==> config.mk <==
export PLATFORM = sky130hd
export DESIGN_NAME = uart_wake_rx
export DESIGN_NICKNAME = d
export VERILOG_FILES = /design/src/rtl/uwr_pkg.sv /design/src/rtl/uwr_sampler.sv /design/src/rtl/uwr_framer.sv /design/src/rtl/uwr_idle_det.sv /design/src/rtl/uart_wake_rx.sv
export SDC_FILE = /design/constraint.sdc
export NUM_CORES = 1
export LEC_CHECK = 0
export ABC_AREA = 1
export CELL_PAD_IN_SITES_DETAIL_PLACEMENT = 0
export CELL_PAD_IN_SITES_GLOBAL_PLACEMENT = 2
export CORE_UTILIZATION = 37
export CTS_CLUSTER_DIAMETER = 80
export DETAILED_ROUTE_END_ITERATION = 10
export PLACE_DENSITY_LB_ADDON = 0.15
export SLEW_MARGIN = 20
export SYNTH_ARGS = -nofsm -noshare
export SYNTH_HDL_FRONTEND = slang
export SYNTH_SLANG_ARGS = --single-unit
export TNS_END_PERCENT = 5
==> constraint.sdc <==
create_clock -name clk_i -period 3.65 [get_ports clk_i]
set_clock_uncertainty 0.15 [all_clocks]
set_input_delay 0.73 -clock clk_i [delete_from_list [all_inputs] [get_ports clk_i]]
set_output_delay 0.73 -clock clk_i [all_outputs]
set_load 0.02 [all_outputs]
==> src/rtl/uwr_pkg.sv <==
package uwr_pkg;
  typedef enum logic [1:0] {
    ST_IDLE,
    ST_START,
    ST_DATA,
    ST_STOP
  } rx_state_e;

  function automatic logic majority3(input logic [2:0] s);
    return (s[0] & s[1]) | (s[0] & s[2]) | (s[1] & s[2]);
  endfunction
endpackage

==> src/rtl/uwr_sampler.sv <==
module uwr_sampler
  import uwr_pkg::*;
#(
  parameter int SYNC_STAGES = 2
) (
  input  logic clk_i,
  input  logic rst_ni,
  input  logic rx_i,
  input  logic tick_i,
  output logic rx_s_o,
  output logic vote_o
);
  logic [SYNC_STAGES-1:0] sync_q;
  logic [2:0]             hist_q;

  always_ff @(posedge clk_i or negedge rst_ni) begin
    if (!rst_ni) sync_q <= '1;
    else         sync_q <= {sync_q[SYNC_STAGES-2:0], rx_i};
  end

  assign rx_s_o = sync_q[SYNC_STAGES-1];

  always_ff @(posedge clk_i or negedge rst_ni) begin
    if (!rst_ni)     hist_q <= '1;
    else if (tick_i) hist_q <= {hist_q[1:0], rx_s_o};
  end

  assign vote_o = majority3(hist_q);
endmodule

==> src/rtl/uwr_framer.sv <==
module uwr_framer
  import uwr_pkg::*;
#(
  parameter int OSR    = 16,
  parameter int DATA_W = 9
) (
  input  logic              clk_i,
  input  logic              rst_ni,
  input  logic              tick_i,
  input  logic              rx_s_i,
  input  logic              vote_i,
  input  logic              long_frame_i,
  output logic              busy_o,
  output logic              mark_o,
  output logic              done_o,
  output logic [DATA_W-1:0] data_o
);
  localparam int CNT_W = $clog2(OSR);
  localparam int IDX_W = $clog2(DATA_W);
  localparam logic [CNT_W-1:0] CNT_LAST = CNT_W'(OSR - 1);
  localparam logic [CNT_W-1:0] CNT_MID  = CNT_W'(OSR / 2 - 1);

  rx_state_e         state_q;
  logic [CNT_W-1:0]  cnt_q;
  logic [IDX_W-1:0]  idx_q;
  logic [DATA_W-1:0] sh_q;
  logic              mark_q, done_q;
  logic [IDX_W-1:0]  last_idx;

  assign last_idx = long_frame_i ? IDX_W'(DATA_W - 1) : IDX_W'(DATA_W - 2);

  always_ff @(posedge clk_i or negedge rst_ni) begin
    if (!rst_ni) begin
      state_q <= ST_IDLE;
      cnt_q   <= '0;
      idx_q   <= '0;
      sh_q    <= '0;
      mark_q  <= 1'b0;
      done_q  <= 1'b0;
    end else begin
      mark_q <= 1'b0;
      done_q <= 1'b0;
      if (tick_i) begin
        case (state_q)
          ST_IDLE: begin
            if (!rx_s_i) begin
              state_q <= ST_START;
              cnt_q   <= '0;
            end
          end
          ST_START: begin
            if (cnt_q == CNT_MID) begin
              cnt_q <= '0;
              idx_q <= '0;
              state_q <= rx_s_i ? ST_IDLE : ST_DATA;
            end else begin
              cnt_q <= cnt_q + 1'b1;
            end
          end
          ST_DATA: begin
            if (cnt_q == CNT_LAST) begin
              cnt_q <= '0;
              sh_q  <= {vote_i, sh_q[DATA_W-1:1]};
              if (idx_q == last_idx) begin
                mark_q  <= vote_i;
                state_q <= ST_STOP;
              end else begin
                idx_q <= idx_q + 1'b1;
              end
            end else begin
              cnt_q <= cnt_q + 1'b1;
            end
          end
          ST_STOP: begin
            if (cnt_q == CNT_LAST) begin
              cnt_q   <= '0;
              done_q  <= vote_i;
              state_q <= ST_IDLE;
            end else begin
              cnt_q <= cnt_q + 1'b1;
            end
          end
          default: state_q <= ST_IDLE;
        endcase
      end
    end
  end

  assign busy_o = (state_q != ST_IDLE);
  assign mark_o = mark_q;
  assign done_o = done_q;
  assign data_o = long_frame_i ? sh_q : {1'b0, sh_q[DATA_W-1:1]};

  p_done_after_stop_r2: assert property (@(posedge clk_i) disable iff (!rst_ni)
    done_q |-> $past(state_q) == ST_STOP);
  p_mark_before_stop_r13: assert property (@(posedge clk_i) disable iff (!rst_ni)
    mark_q |-> state_q == ST_STOP);
endmodule

==> src/rtl/uwr_idle_det.sv <==
module uwr_idle_det #(
  parameter int OSR    = 16,
  parameter int DATA_W = 9
) (
  input  logic clk_i,
  input  logic rst_ni,
  input  logic tick_i,
  input  logic rx_s_i,
  input  logic busy_i,
  input  logic after_stop_i,
  input  logic long_frame_i,
  output logic line_idle_o,
  output logic idle_pulse_o
);
  localparam int LIM_LONG = (DATA_W + 2) * OSR;
  localparam int CW       = $clog2(LIM_LONG + 1);

  logic [CW-1:0] cnt_q, thr;
  logic          pulse_q;

  assign thr = long_frame_i ? CW'(LIM_LONG) : CW'(LIM_LONG - OSR);

  always_ff @(posedge clk_i or negedge rst_ni) begin
    if (!rst_ni) begin
      cnt_q   <= '0;
      pulse_q <= 1'b0;
    end else begin
      pulse_q <= 1'b0;
      if (tick_i) begin
        if (!rx_s_i || (after_stop_i && busy_i)) begin
          cnt_q <= '0;
        end else if (cnt_q < thr) begin
          cnt_q   <= cnt_q + 1'b1;
          pulse_q <= (cnt_q == thr - CW'(1));
        end
      end
    end
  end

  assign line_idle_o  = (cnt_q >= thr);
  assign idle_pulse_o = pulse_q;

  p_pulse_at_limit_r8: assert property (@(posedge clk_i) disable iff (!rst_ni)
    pulse_q |-> line_idle_o);
endmodule

==> src/rtl/uart_wake_rx.sv <==
module uart_wake_rx #(
  parameter int OSR         = 16,
  parameter int DATA_W      = 9,
  parameter int SYNC_STAGES = 2
) (
  input  logic              clk_i,
  input  logic              rst_ni,
  input  logic              rx_i,
  input  logic              tick_i,
  input  logic              wake_addr_i,
  input  logic              idle_after_stop_i,
  input  logic              long_frame_i,
  input  logic              standby_set_i,
  input  logic              flag_clr_i,
  output logic [DATA_W-1:0] data_o,
  output logic              rdrf_o,
  output logic              idle_o,
  output logic              overrun_o,
  output logic              standby_o
);
  logic rx_s_w, vote_w, busy_w, mark_w, done_w, line_idle_w, idle_pulse_w;
  logic [DATA_W-1:0] frame_w;

  uwr_sampler #(.SYNC_STAGES(SYNC_STAGES)) i_sampler (
    .clk_i, .rst_ni, .rx_i, .tick_i,
    .rx_s_o (rx_s_w),
    .vote_o (vote_w)
  );

  uwr_framer #(.OSR(OSR), .DATA_W(DATA_W)) i_framer (
    .clk_i, .rst_ni, .tick_i,
    .rx_s_i       (rx_s_w),
    .vote_i       (vote_w),
    .long_frame_i (long_frame_i),
    .busy_o       (busy_w),
    .mark_o       (mark_w),
    .done_o       (done_w),
    .data_o       (frame_w)
  );

  uwr_idle_det #(.OSR(OSR), .DATA_W(DATA_W)) i_idle_det (
    .clk_i, .rst_ni, .tick_i,
    .rx_s_i       (rx_s_w),
    .busy_i       (busy_w),
    .after_stop_i (idle_after_stop_i),
    .long_frame_i (long_frame_i),
    .line_idle_o  (line_idle_w),
    .idle_pulse_o (idle_pulse_w)
  );

  logic              rwu_q, rdrf_q, idle_q, ovr_q, armed_q;
  logic [DATA_W-1:0] data_q;
  logic              wake_hit, accept;

  assign wake_hit = rwu_q && (wake_addr_i ? mark_w : line_idle_w);
  assign accept   = done_w && !rwu_q;

  always_ff @(posedge clk_i or negedge rst_ni) begin
    if (!rst_ni)            rwu_q <= 1'b0;
    else if (standby_set_i) rwu_q <= 1'b1;
    else if (wake_hit)      rwu_q <= 1'b0;
  end

  // arm idle reporting only on traffic seen while awake
  always_ff @(posedge clk_i or negedge rst_ni) begin
    if (!rst_ni)                       armed_q <= 1'b0;
    else if (standby_set_i)            armed_q <= 1'b0;
    else if (busy_w && !rwu_q)         armed_q <= 1'b1;
    else if (idle_pulse_w && !rwu_q)   armed_q <= 1'b0;
  end

  always_ff @(posedge clk_i or negedge rst_ni) begin
    if (!rst_ni)                                  idle_q <= 1'b0;
    else if (idle_pulse_w && armed_q && !rwu_q)   idle_q <= 1'b1;
    else if (flag_clr_i)                          idle_q <= 1'b0;
  end

  always_ff @(posedge clk_i or negedge rst_ni) begin
    if (!rst_ni) begin
      rdrf_q <= 1'b0;
      data_q <= '0;
    end else if (accept && !rdrf_q) begin
      rdrf_q <= 1'b1;
      data_q <= frame_w;
    end else if (flag_clr_i && !accept) begin
      rdrf_q <= 1'b0;
    end
  end

  always_ff @(posedge clk_i or negedge rst_ni) begin
    if (!rst_ni)                 ovr_q <= 1'b0;
    else if (accept && rdrf_q)   ovr_q <= 1'b1;
    else if (flag_clr_i)         ovr_q <= 1'b0;
  end

  assign data_o    = data_q;
  assign rdrf_o    = rdrf_q;
  assign idle_o    = idle_q;
  assign overrun_o = ovr_q;
  assign standby_o = rwu_q;

  p_rdrf_from_stop_r2: assert property (@(posedge clk_i) disable iff (!rst_ni)
    $rose(rdrf_o) |-> $past(done_w));
  p_clear_flags_r6: assert property (@(posedge clk_i) disable iff (!rst_ni)
    flag_clr_i && !done_w && !idle_pulse_w |=> !rdrf_o && !idle_o && !overrun_o);
  p_overrun_needs_full_r7: assert property (@(posedge clk_i) disable iff (!rst_ni)
    $rose(overrun_o) |-> $past(rdrf_o));
  p_standby_ignores_r10: assert property (@(posedge clk_i) disable iff (!rst_ni)
    done_w && standby_o |=> $stable(data_o) && !$rose(rdrf_o) && !$rose(overrun_o));
  p_quiet_wake_r11: assert property (@(posedge clk_i) disable iff (!rst_ni)
    $fell(standby_o) && !$past(wake_addr_i) |-> !$rose(idle_o) && !$rose(rdrf_o));
  p_instant_wake_r12: assert property (@(posedge clk_i) disable iff (!rst_ni)
    standby_o && !wake_addr_i && line_idle_w && !standby_set_i |=> !standby_o);
  p_mark_wake_r13: assert property (@(posedge clk_i) disable iff (!rst_ni)
    $fell(standby_o) && $past(wake_addr_i) |-> $past(mark_w));
endmodule

## Yosys cells after proc, flatten, opt, wreduce, memory -nomap -nowiden

Cells that the tools add are included.
Widths: inputs -> output; s select.

- Register bits: 49
- Latch bits: 0
- Bits in writable memories: 0
- ROM bits: 0
- Bits of input ports: 9
- Logic and storage cells: 111
- Memories kept: 0

- $add $sub $neg: 4
- $mul: 0
- Divide/modulo/power cells: 0
- Order comparisons: 2
- Equal/unequal tests: 13
- Shifts and indexed selects: 0
- Muxes and demuxes: 41
- Bitwise gates (word level): 5
- Reductions and logical operators: 30

Operator list:

| kind | number |
|---|---|
| $mux 4 | 7 |
| $mux 1 | 21 |
| $mux 8 | 2 |
| $reduce_bool 2->1 | 7 |
| $mux 2 | 6 |
| $pmux 4 s3 | 1 |
| $logic_and 1x1->1 | 10 |
| $mux 9 | 1 |
| $add 4x1->4 const B | 2 |
| $add 8x1->8 const B | 1 |
| $eq 8x8->1 | 1 |
| $ge 8x8->1 | 1 |
| $lt 8x8->1 | 1 |
| $ne 2x1->1 const B | 4 |
| $pmux 2 s4 | 1 |
| $pmux 4 s2 | 1 |
| $sub 8x1->8 const B | 1 |
| $reduce_and 6->1 | 1 |
| $mux 5 | 1 |
| $reduce_and 5->1 | 1 |
| $eq 2x2->1 const B | 2 |
| $eq 4x3->1 const B | 1 |
| $eq 4x4->1 | 1 |
| $eq 4x4->1 const B | 1 |
| 11 further kinds | 19 |

## Longest topological paths before layout

- Depth in word-level cells: 7
- Depth in mapped cells: 10
- Depth with buffers taken out: 9

## Cells and area by module

Synthesis repeated with hierarchy kept, for this count alone.

- Cell total of the unflattened synthesis: 327
- Area total of the unflattened synthesis: 2656.3 um2

Modules (own cells, without submodules):

| module | times used | cells an instance | area each (um2) | seq. area each (um2) |
|---|---|---|---|---|
| uwr_framer | 1 | 156 | 1246.2 | 525.5 |
| uwr_idle_det | 1 | 92 | 665.6 | 225.2 |
| uart_wake_rx | 1 | 61 | 559.3 | 350.3 |
| uwr_sampler | 1 | 18 | 185.2 | 131.4 |

## Worst setup path before layout

OpenSTA, ideal clock, no wires.

- Kind: input to register
- Start: input long_frame_i
- End: register i_idle_det.cnt_q[5]
- Arrival time: 1.517 ns
- Data required time: 3.374 ns
- Path slack: 1.857 ns
- Stages: 8
- Buffers on the path: 1
- Cells stage by stage: ha_1 > inv_1 > nand2_1 > nand2_1 > nand2_1 > o21ai_2 > buf_6 > o21ai_0

- Longest elaborated chain between the ends: 4

RTL lines:

| item | line | text |
|---|---|---|
| start, declared | uart_wake_rx.sv:12 | `input logic long_frame_i,` |
| $mux 5 | uwr_idle_det.sv:21 | `assign thr = long_frame_i ? CW'(LIM_LONG) : CW'(LIM_LONG - OSR);` |
| $lt 8x8->1 | uwr_idle_det.sv:32 | `end else if (cnt_q < thr) begin` |
| $reduce_bool 2->1 (no line) | - |  |
| $reduce_and 2->1 (no line) | - |  |
| end signal, assigned | uwr_idle_det.sv:33 | `cnt_q <= cnt_q + 1'b1;` |
| end, declared | uwr_idle_det.sv:18 | `logic [CW-1:0] cnt_q, thr;` |

Every way passes these cells.
A chain may end at the register's enable or synchronous reset.

## Worst setup path in the final report

- Start: register rdrf_q (netlist: rdrf_o)
- End: output rdrf_o

RTL lines:

| item | line | text |
|---|---|---|
| start, declared | uart_wake_rx.sv:51 | `logic rwu_q, rdrf_q, idle_q, ovr_q, armed_q;` |
| start signal, assigned | uart_wake_rx.sv:80 | `rdrf_q <= 1'b0;` |
| start signal, assigned | uart_wake_rx.sv:83 | `rdrf_q <= 1'b1;` |
| start signal, assigned | uart_wake_rx.sv:86 | `rdrf_q <= 1'b0;` |
| end, declared | uart_wake_rx.sv:16 | `output logic rdrf_o,` |

No word-level cell between the ends.

==> impl_metrics.yaml <==
route:
  drc: 0
  drt-initial-drc-count: 91
  drt_first_pass_iters: 4
  viasPerCell: 4.861
  num_vias: 1988
  wire_per_inst_um: 13.05
  antenna_left: 0
  wirelength_mm: 5.339
setup_path:
  slowest_delay_ps: 670
  cp_num_buf_inv: 1
  critPathLaunchType: "register"
  r2r_slack_ps: 1780
  r2r_start: "i_framer.cnt_q[0]$_DFFE_PN0P_"
  cp-end-kind: "output port"
  worstPathCellList: "clkdlybuf4s50_1"
  cpLargestDelayFamily: "buffers and inverters"
  worst-setup-path-type: "register to output port"
  rr_worst_depth: 5
  r2r-end: "i_framer.mark_o$_DFF_PN0_"
  critPathMaxFanout: 12
  cpMaxStageDelayCell: "clkdlybuf4s50_1"
  critPathArrivalTime_ps: 1520
  cp_data_required_time_ps: 2770
logic_synthesis:
  synth.most_common_cell: "nand2_1"
  synthArstFlopShare_pct: 100.0
  synth_edf_count: 0
  syn_inst: 308
  ys_ff_latch: 49
  syn-cell-area_sq_um: 2484
  synthTopCellsByArea: "dfrtp_1 44%, nand2_1 14%, o21ai_0 6.2%"
  synth.avg_cell_area_sq_um: 8.064
  synth_fa_ha_area_share_pct: 2.519
  ys_types: 28
  synthTopCellsByCount: "93 x nand2_1, 44 x dfrtp_1, 37 x inv_1"
  synthXorXnorAreaFrac_pct: 2.116
  syn_nets: 322
  synth-main-ff-cell: "dfrtp_1"
  synth_simple_gate_area_share_pct: 24.74
  seq_area_frac_synth_pct: 49.62
  yosysTopAreaCellShare_pct: 44.33
  yosys_warnings: 0
  synthMuxAreaShare_pct: 0
  synth_top_family_by_area: "simple AND/OR/NAND/NOR gates"
  yosysTopAreaCell: "dfrtp_1"
  synth_compound_area_share_pct: 13.00
floorplanning:
  core_sq_um: 6422
  dieArea_sq_um: 7044
  die_w_um: 83.93
  die_height_um: 83.93
  start_util_pct: 38.67
  rows: 29
  io-pin-count: 22
timing:
  final_hold_viol_count: 0
  setup_violations: 0
  drv_slew: 0
  period_share_pct: 65.81
  timing.final.crit_period_ps: 2402
  relSlewSlack_pct: 47.17
  fmax_ghz: 0.4163
  setup_tns_ps: 0
  worst_slew_pin_slew_ps: 792.5
  rsz0062_at_grt: "no"
power:
  clock_power_share_pct: 29.2
  power-per-cell-area_nw_per_um2: 482.4
  intPower_w: 0.0009336
  seqPwrFrac_pct: 48.4
  vdd_ir_drop_max_mv: 0.2394
  p_leak_nw: 1.326
  switchingPower_w: 0.0004536
  p_comb_share_pct: 22.4
  swShare_pct: 32.70
placed_design:
  placed_area_sq_um: 2759
  numPortBuffers: 21
  dp_hpwl_mm: 3.854
  place_congestion: 0.7324
hold_path:
  hp-start: "i_sampler.sync_q[0]$_DFF_PN1_"
  min_delay_path_depth: 0
  hold_end: "i_sampler.sync_q[1]$_DFF_PN1_"
  hold_class: "register to register"
cts:
  insertion_delay_ps: 300
  postCtsSetupBuffers: 0
  htreeDepth: 2
  cts_tree: "built"
  cts_buffer_depth: 2
  root_buffer: "clkbuf_8"
  clock-sinks: 49
  cts_resized: 0
  cts_buffers: 5
  cts.clk_slew.worst_paths_ps: 90
  holdBufCountCts: 0
layout:
  fillCellCount: 666
  n_antenna_cell: 0
  nNetsFinal: 345
  area_growth_pct: 15.77
  design_area_sq_um: 2875
  drive_gt1_share_pct: 7.831
global_route:
  first_global_vias: 1945
  grt_pass1_wl_mm: 9.397
  antenna_found_initial: 0
  gr-usage-all-layers_pct: 16.89
  overflow: 0
  grt_max_degree: 33
status:
  outcome: "finished clean"
flow_run:
  max_cap_violations: 0
power by group through the flow:
stage	Clock [W]	Combinational [W]	Sequential [W]
floorplan	0	0.000237	0.000665
global placement	0	0.000312	0.000681
detailed placement	0	0.000318	0.000680
CTS	0.000418	0.000318	0.000669
global route	0.000437	0.000364	0.000681
finish	0.000405	0.000311	0.000671
sequential cells by signal (all words and copies together), names as in the netlist, 2 cells and up, named ones only:
| name | flops |
|---|---|
| i_sampler.sync_q | 2 |
| i_framer.cnt_q | 4 |
| i_idle_det.cnt_q | 8 |
| i_framer.sh_q | 9 |
| i_sampler.hist_q | 3 |
| data_o | 9 |
| i_framer.idx_q | 4 |
cell type report:
cell class	count	area, sq um	share of cell area [%]
clock inverter	1	30.03	1.044
tap	77	96.34	3.351
sequential	49	1232	42.86
inverter	40	150.1	5.222
clock buffer	7	86.33	3.003
timing repair buffer	24	227.7	7.920
multi-input combinational	211	1052	36.60
layer usage:
layer | vias up | routed length [um] | GRT usage, % | share of wire [%]
li1 | 1041 | - | - | -
met3 | 7 | 124 | 3.462 | 2.3
met5 | - | 0 | 0 | 0
met4 | 0 | 55 | 4.232 | 1.0
met2 | 20 | 2473 | 27.35 | 46
met1 | 920 | 2686 | 23.09 | 50
through the flow:
stage | cells | utilization [%] | setup WS (ps) | power (W) | hold WS (ps)
2_1_floorplan | 308 | - | 1857 | 0.0009019 | 195.2
3_3_place_gp | 401 | 42.96 | 990.0 | 0.0009928 | 195.6
3_5_place_dp | 401 | 42.96 | 983.4 | 0.0009976 | 201.5
4_1_cts | 409 | 44.77 | 1217 | 0.001405 | 214.4
5_1_grt | 409 | 44.77 | 1177 | 0.001482 | 219.7
6_report | 409 | 44.77 | 1248 | 0.001387 | 212.6
cells by family (layout without fill, tap and decap cells):
family / count (synthesis) / in the layout
xor gates and xnor gates: 6 / 6
AOI/OAI and AO/OA: 56 / 56
and+or+nand+nor: 144 / 144
buffers and inverters: 48 / 72
DFF: 49 / 49
adders and majority gates: 5 / 5
how the worst max path moves through the flow:
stage | from | endpoint | slack, ps | cells past startpoint
after floorplan | long_frame_i | i_idle_det.cnt_q[5]$_DFFE_PN0P_ | 1860 | 8
after global placement | tick_i | i_framer.mark_o$_DFF_PN0_ | 990 | 6
after detailed placement | tick_i | i_framer.mark_o$_DFF_PN0_ | 980 | 6
after CTS | rdrf_o$_DFFE_PN0P_ | rdrf_o | 1220 | 1
after global routing | rdrf_o$_DFFE_PN0P_ | rdrf_o | 1180 | 1
final | rdrf_o$_DFFE_PN0P_ | rdrf_o | 1250 | 1
cell usage in the layout (no fill, tap or decap), types with 2 or more instances in the layout:
cell type,netlist,layout
ha_1,5,5
nand3_1,24,24
inv_2,3,3
a21oi_1,9,9
dfstp_2,5,5
buf_4,0,3
clkbuf_8,0,6
o21ai_0,31,31
dfrtp_1,44,44
inv_1,37,37
xor2_1,6,6
o21bai_1,2,2
nand4_1,3,3
o21ai_2,3,3
nor2_1,17,17
clkdlybuf4s50_1,0,20
o211ai_1,8,8
nand2_1,93,93
No activity file was read; power rests on OpenSTA's default activity.
